$ cat src/rtl/bus_turnaround_gate.sv
module bus_turnaround_gate #(
  parameter int ELAPSED_W = 4,
  localparam int NSLOT = 6,
  localparam int SLOT_W = 15,
  localparam int CFG_W = NSLOT * SLOT_W
) (
  input  logic             clk,
  input  logic             rst_n,
  input  logic [CFG_W-1:0] cfg_idle,
  input  logic             req_valid,
  output logic             req_ready,
  input  logic [2:0]       req_area,
  input  logic             req_write,
  input  logic [2:0]       req_size,
  input  logic             req_mux,
  output logic             start_ok,
  input  logic             acc_done,
  input  logic             ext_breq,
  output logic             bus_grant
);

  localparam logic [ELAPSED_W-1:0] ELAPSED_MAX = '1;

  function automatic logic [3:0] dec_code(input logic [2:0] c);
    case (c)
      3'd0: dec_code = 4'd0;
      3'd1: dec_code = 4'd1;
      3'd2: dec_code = 4'd2;
      3'd3: dec_code = 4'd4;
      3'd4: dec_code = 4'd6;
      3'd5: dec_code = 4'd8;
      3'd6: dec_code = 4'd10;
      default: dec_code = 4'd12;
    endcase
  endfunction

  logic                 prev_vld, prev_wr;
  logic [2:0]           prev_area;
  logic                 active;
  logic [2:0]           cur_area;
  logic                 cur_wr, cur_mux;
  logic [1:0]           beats_left;
  logic [ELAPSED_W-1:0] elapsed;
  logic                 bgnt;

  logic                 has_cfg;
  logic [2:0]           prev_slot;
  logic [SLOT_W-1:0]    flds;

  assign has_cfg   = (prev_area != 3'd3) && (prev_area != 3'd7);
  assign prev_slot = (prev_area < 3'd3) ? prev_area : prev_area - 3'd1;

  always_comb begin
    flds = '0;
    for (int s = 0; s < NSLOT; s++)
      if (has_cfg && prev_slot == 3'(s)) flds = cfg_idle[s*SLOT_W +: SLOT_W];
  end

  logic [3:0] d_wany, d_rwd, d_rws, d_rrd, d_rrs;
  assign d_wany = dec_code(flds[2:0]);
  assign d_rwd  = dec_code(flds[5:3]);
  assign d_rws  = dec_code(flds[8:6]);
  assign d_rrd  = dec_code(flds[11:9]);
  assign d_rrs  = dec_code(flds[14:12]);

  logic       idle_bus, pend_burst;
  logic [2:0] nx_area;
  logic       nx_wr, nx_mux, same_area;
  logic [3:0] base_need, need, rd_max_w, rd_max_r, rel_need;

  assign pend_burst = !active && (beats_left != 2'd0);
  assign idle_bus   = !active && (beats_left == 2'd0);
  assign nx_area    = pend_burst ? cur_area : req_area;
  assign nx_wr      = pend_burst ? cur_wr   : req_write;
  assign nx_mux     = pend_burst ? cur_mux  : req_mux;
  assign same_area  = (nx_area == prev_area);

  always_comb begin
    if (!prev_vld)    base_need = 4'd0;
    else if (prev_wr) base_need = d_wany;
    else if (nx_wr)   base_need = same_area ? d_rws : d_rwd;
    else              base_need = same_area ? d_rrs : d_rrd;
  end

  assign need = (prev_vld && !prev_wr && nx_mux && base_need == 4'd0) ? 4'd1 : base_need;

  assign rd_max_w = (d_rwd > d_rws) ? d_rwd : d_rws;
  assign rd_max_r = (d_rrd > d_rrs) ? d_rrd : d_rrs;
  assign rel_need = !prev_vld ? 4'd0 :
                    prev_wr   ? d_wany :
                    (rd_max_w > rd_max_r) ? rd_max_w : rd_max_r;

  logic want_start, grant_ok;
  assign want_start = pend_burst || (idle_bus && req_valid && !ext_breq);
  assign start_ok   = !active && !bgnt && want_start && (elapsed >= ELAPSED_W'(need));
  assign req_ready  = start_ok && !pend_burst;
  assign grant_ok   = idle_bus && !bgnt && ext_breq && (elapsed >= ELAPSED_W'(rel_need));
  assign bus_grant  = bgnt;

  logic [1:0] req_extra;
  assign req_extra = (req_size == 3'd4) ? 2'd3 : (req_size == 3'd3) ? 2'd1 : 2'd0;

  always_ff @(posedge clk) begin
    if (!rst_n) begin
      prev_vld   <= 1'b0;
      prev_wr    <= 1'b0;
      prev_area  <= '0;
      active     <= 1'b0;
      cur_area   <= '0;
      cur_wr     <= 1'b0;
      cur_mux    <= 1'b0;
      beats_left <= '0;
      elapsed    <= '0;
      bgnt       <= 1'b0;
    end else begin
      if (start_ok) begin
        active <= 1'b1;
        if (pend_burst) begin
          beats_left <= beats_left - 2'd1;
        end else begin
          cur_area   <= req_area;
          cur_wr     <= req_write;
          cur_mux    <= req_mux;
          beats_left <= req_extra;
        end
      end
      if (active && acc_done) begin
        active    <= 1'b0;
        prev_vld  <= 1'b1;
        prev_area <= cur_area;
        prev_wr   <= cur_wr;
        elapsed   <= '0;
      end else if (!active && elapsed != ELAPSED_MAX) begin
        elapsed <= elapsed + 1'b1;
      end
      if (grant_ok) begin
        bgnt <= 1'b1;
      end else if (bgnt && !ext_breq) begin
        bgnt     <= 1'b0;
        prev_vld <= 1'b0;
      end
    end
  end

endmodule

$ cat config.mk
export PLATFORM = sky130hd
export DESIGN_NAME = bus_turnaround_gate
export DESIGN_NICKNAME = d
export VERILOG_FILES = /design/src/rtl/bus_turnaround_gate.sv
export SDC_FILE = /design/constraint.sdc
export NUM_CORES = 1
export LEC_CHECK = 0
export BUFFER_PORTS_ARGS = -buffer_cell sky130_fd_sc_hd__buf_2
export CAP_MARGIN = 20
export CORE_MARGIN = 1.5
export CORE_UTILIZATION = 29
export DETAILED_ROUTE_END_ITERATION = 12
export GPL_TIMING_DRIVEN = 0
export PLACE_DENSITY_LB_ADDON = 0.08
export SETUP_SLACK_MARGIN = 0.02
export SLEW_MARGIN = 40
export SYNTH_ARGS = -nofsm -noshare
export SYNTH_HDL_FRONTEND = slang
export SYNTH_SLANG_ARGS = --single-unit
$ cat constraint.sdc
create_clock -name clk -period 16.39 [get_ports clk]
set_clock_uncertainty 0.05 [all_clocks]
set_input_delay 0.8195 -clock clk [delete_from_list [all_inputs] [get_ports clk]]
set_output_delay 0.8195 -clock clk [all_outputs]
set_load 0.005 [all_outputs]
==> impl_metrics.ini <==
[global_routing]
grtUsageTotal_pct = 17.79
grt_max_degree = 11
overflow = 0
antenna_found_initial = 0
grt_pass1_vias = 3326
grt_pass1_wl_mm = 16.59

[logic_synthesis]
syn_avg_cell_area_um2 = 8.122
synth_edf_count = 0
yosys_most_used_dff = dfxtp_1
synth_nets = 522
ys_warn_count = 0
syn-instance-count = 395
synth-seq-cells = 18
syn-cell-area_um2 = 3208
ys_types = 80
ys_seq_area_share_pct = 11.23
async_reset_ff_share_pct = 0

[final_layout]
final_common_cell = buf_2
post-route-util_pct = 36.90
drive_gt1_share_pct = 31.81
antenna_cells = 0
nets = 632
final_cells = 643
final_cell_mix = buf_2, a21oi_1, ha_1
synthToLayoutAreaGrowth_pct = 24.14

[cts]
cts_num_sinks = 18
holdBufCountCts = 0
cts_buffers = 3
h-tree-depth = 1
post_cts_resized = 0
postCtsSetupBuffers = 0
clockBufferDepth = 2
cts_tree = built
clockRootBuffer = clkbuf_8
clkLatencyLatePin_ns = 0.26
cts.clk_slew.worst_paths_ns = 0.07

[floorplanning]
dieWidth_um = 108.2
die-area_um2 = 11700
io_pins = 106
start_util_pct = 29.72
row_count = 38
core_um2 = 10790
die_y_um = 108.2

[timing]
worst_pin_slew_ns = 0.7529
rsz0062_at_grt = no
setup_tns_ns = 0
period_needed_ns = 7.108
final_hold_viol_count = 0
setup_viol = 0
fmax_ghz = 0.1407
min_period_over_period_pct = 43.37
worst_slack_ns = 9.282
slew_headroom_pct = 49.37
final_max_slew_viol_count = 0

[place]
port_buffers = 105
placed_cells = 640
routabilityCongestion = 0.8270
place.detailed.hpwl_mm = 8.533
pre_cts_ws_ns = 9.281

[routing]
dr_total_vias = 3406
drt_first_iter_violations = 142
via_per_inst = 5.297
route.detailed.drc = 0
ant_nets = 0
wl_mm = 10.40
avgRoutedWirePerCell_um = 16.17
drt_pass1_iterations = 4

[worst_setup_path]
cp-start-kind = register
cp_slowest_stage_delay_ns = 0.47
cp.arrival_ns = 7.25
critPathCaptureType = register
cp_max_fo = 10
cp_slowest_cell = a41oi_1
worstSetupPathType = register to register
crit_required_ns = 16.53

[hold_path]
hold_path.class = register to register

[job]
max_cap_violations = 0

[outcome]
status = finished, final reports clean

[pwr]
totalPowerFinal_w = 0.0003724
power.density_nw_per_um2 = 93.51
irDropWorstVdd_v = 0.00007160
p_leak_nw = 1.744
-- metal layers --
metal,vias up,track usage [%],part of all wire (%)
li1,1732,-,-
met5,-,0,0
met4,0,5.169,2.1
met3,15,0.8439,4.2
met1,1570,23.82,49
met2,89,30.83,45
-- cell families (layout without fill, tap and decap cells) --
group	Yosys count	in the layout	synth area share (%)
flip-flops	18	18	11.23
AND/OR/NAND/NOR	127	127	23.44
AO/OA/AOI/OAI	155	155	39.24
XOR/XNOR	6	6	1.638
buffers and inverters	41	149	7.137
multiplexers	24	24	7.956
adder cells (fa/ha/maj)	24	24	9.360
-- final timing paths --
path / slack, ns / endpoint / cells past startpoint / from
max reg2reg: 9.28 / bus_grant$_SDFFE_PN0P_ / 36 / prev_area[0]$_SDFFE_PN0P_
max: 9.28 / bus_grant$_SDFFE_PN0P_ / 36 / prev_area[0]$_SDFFE_PN0P_
min reg2reg: 0.41 / beats_left[0]$_SDFFE_PN0P_ / 2 / beats_left[0]$_SDFFE_PN0P_
min: 0.41 / beats_left[0]$_SDFFE_PN0P_ / 2 / beats_left[0]$_SDFFE_PN0P_
-- area by class of cell --
cell class	instances	area (um^2)
sequential	18	360.3
buffer	23	161.4
clock buffer	3	41.29
tap	140	175.2
inverter	18	67.56
timing repair buffer	105	525.5
multi-input combinational	336	2651
fill	1154	6810
-- state kept, by name (all words and copies together), names as in the netlist --
| signal | count |
|---|---|
| prev_area | 3 |
| elapsed | 4 |
| active | 1 |
| bus_grant | 1 |
| prev_vld | 1 |
| cur_area | 3 |
| cur_mux | 1 |
| beats_left | 2 |
| prev_wr | 1 |
| cur_wr | 1 |
-- synth_stat cells (9+ instances only) --
master	n	area (um^2)
inv_1	18	67.56
a21oi_1	38	190.2
nor2b_1	10	62.56
nor3b_1	9	67.56
ha_1	24	300.3
a21o_1	15	112.6
nand2b_1	22	137.6
mux2i_1	18	180.2
o21ai_0	11	55.05
nand2_1	21	78.83
nor2_1	16	60.06
dfxtp_1	18	360.4
-- through the flow --
step / hold WS (ns) / instance area (um^2)
global placement: 0.4041 / 3909
global route: 0.4419 / 3983
CTS: 0.4182 / 3966
finish: 0.4129 / 3983
detailed placement: 0.4084 / 3925
floorplan: 0.3909 / 3208
-- power by group --
| group | internal (W) | switching, W |
|---|---|---|
| Combinational | 0.000126 | 0.000148 |
| Sequential | 0.0000559 | 0.0000113 |
| Clock | 0.0000164 | 0.0000152 |
-- worst max-delay path: cells and delay by family (launching register included) --
| family | cells | cell delay [ns] |
|---|---|---|
| muxes | 1 | 0.35 |
| AOI/OAI and AO/OA | 19 | 3.28 |
| buffers and inverters | 6 | 0.72 |
| adders and majority gates | 4 | 1.16 |
| DFF | 1 | 0.43 |
| and+or+nand+nor | 6 | 1.02 |
Power figures use the tool's default switching activity.
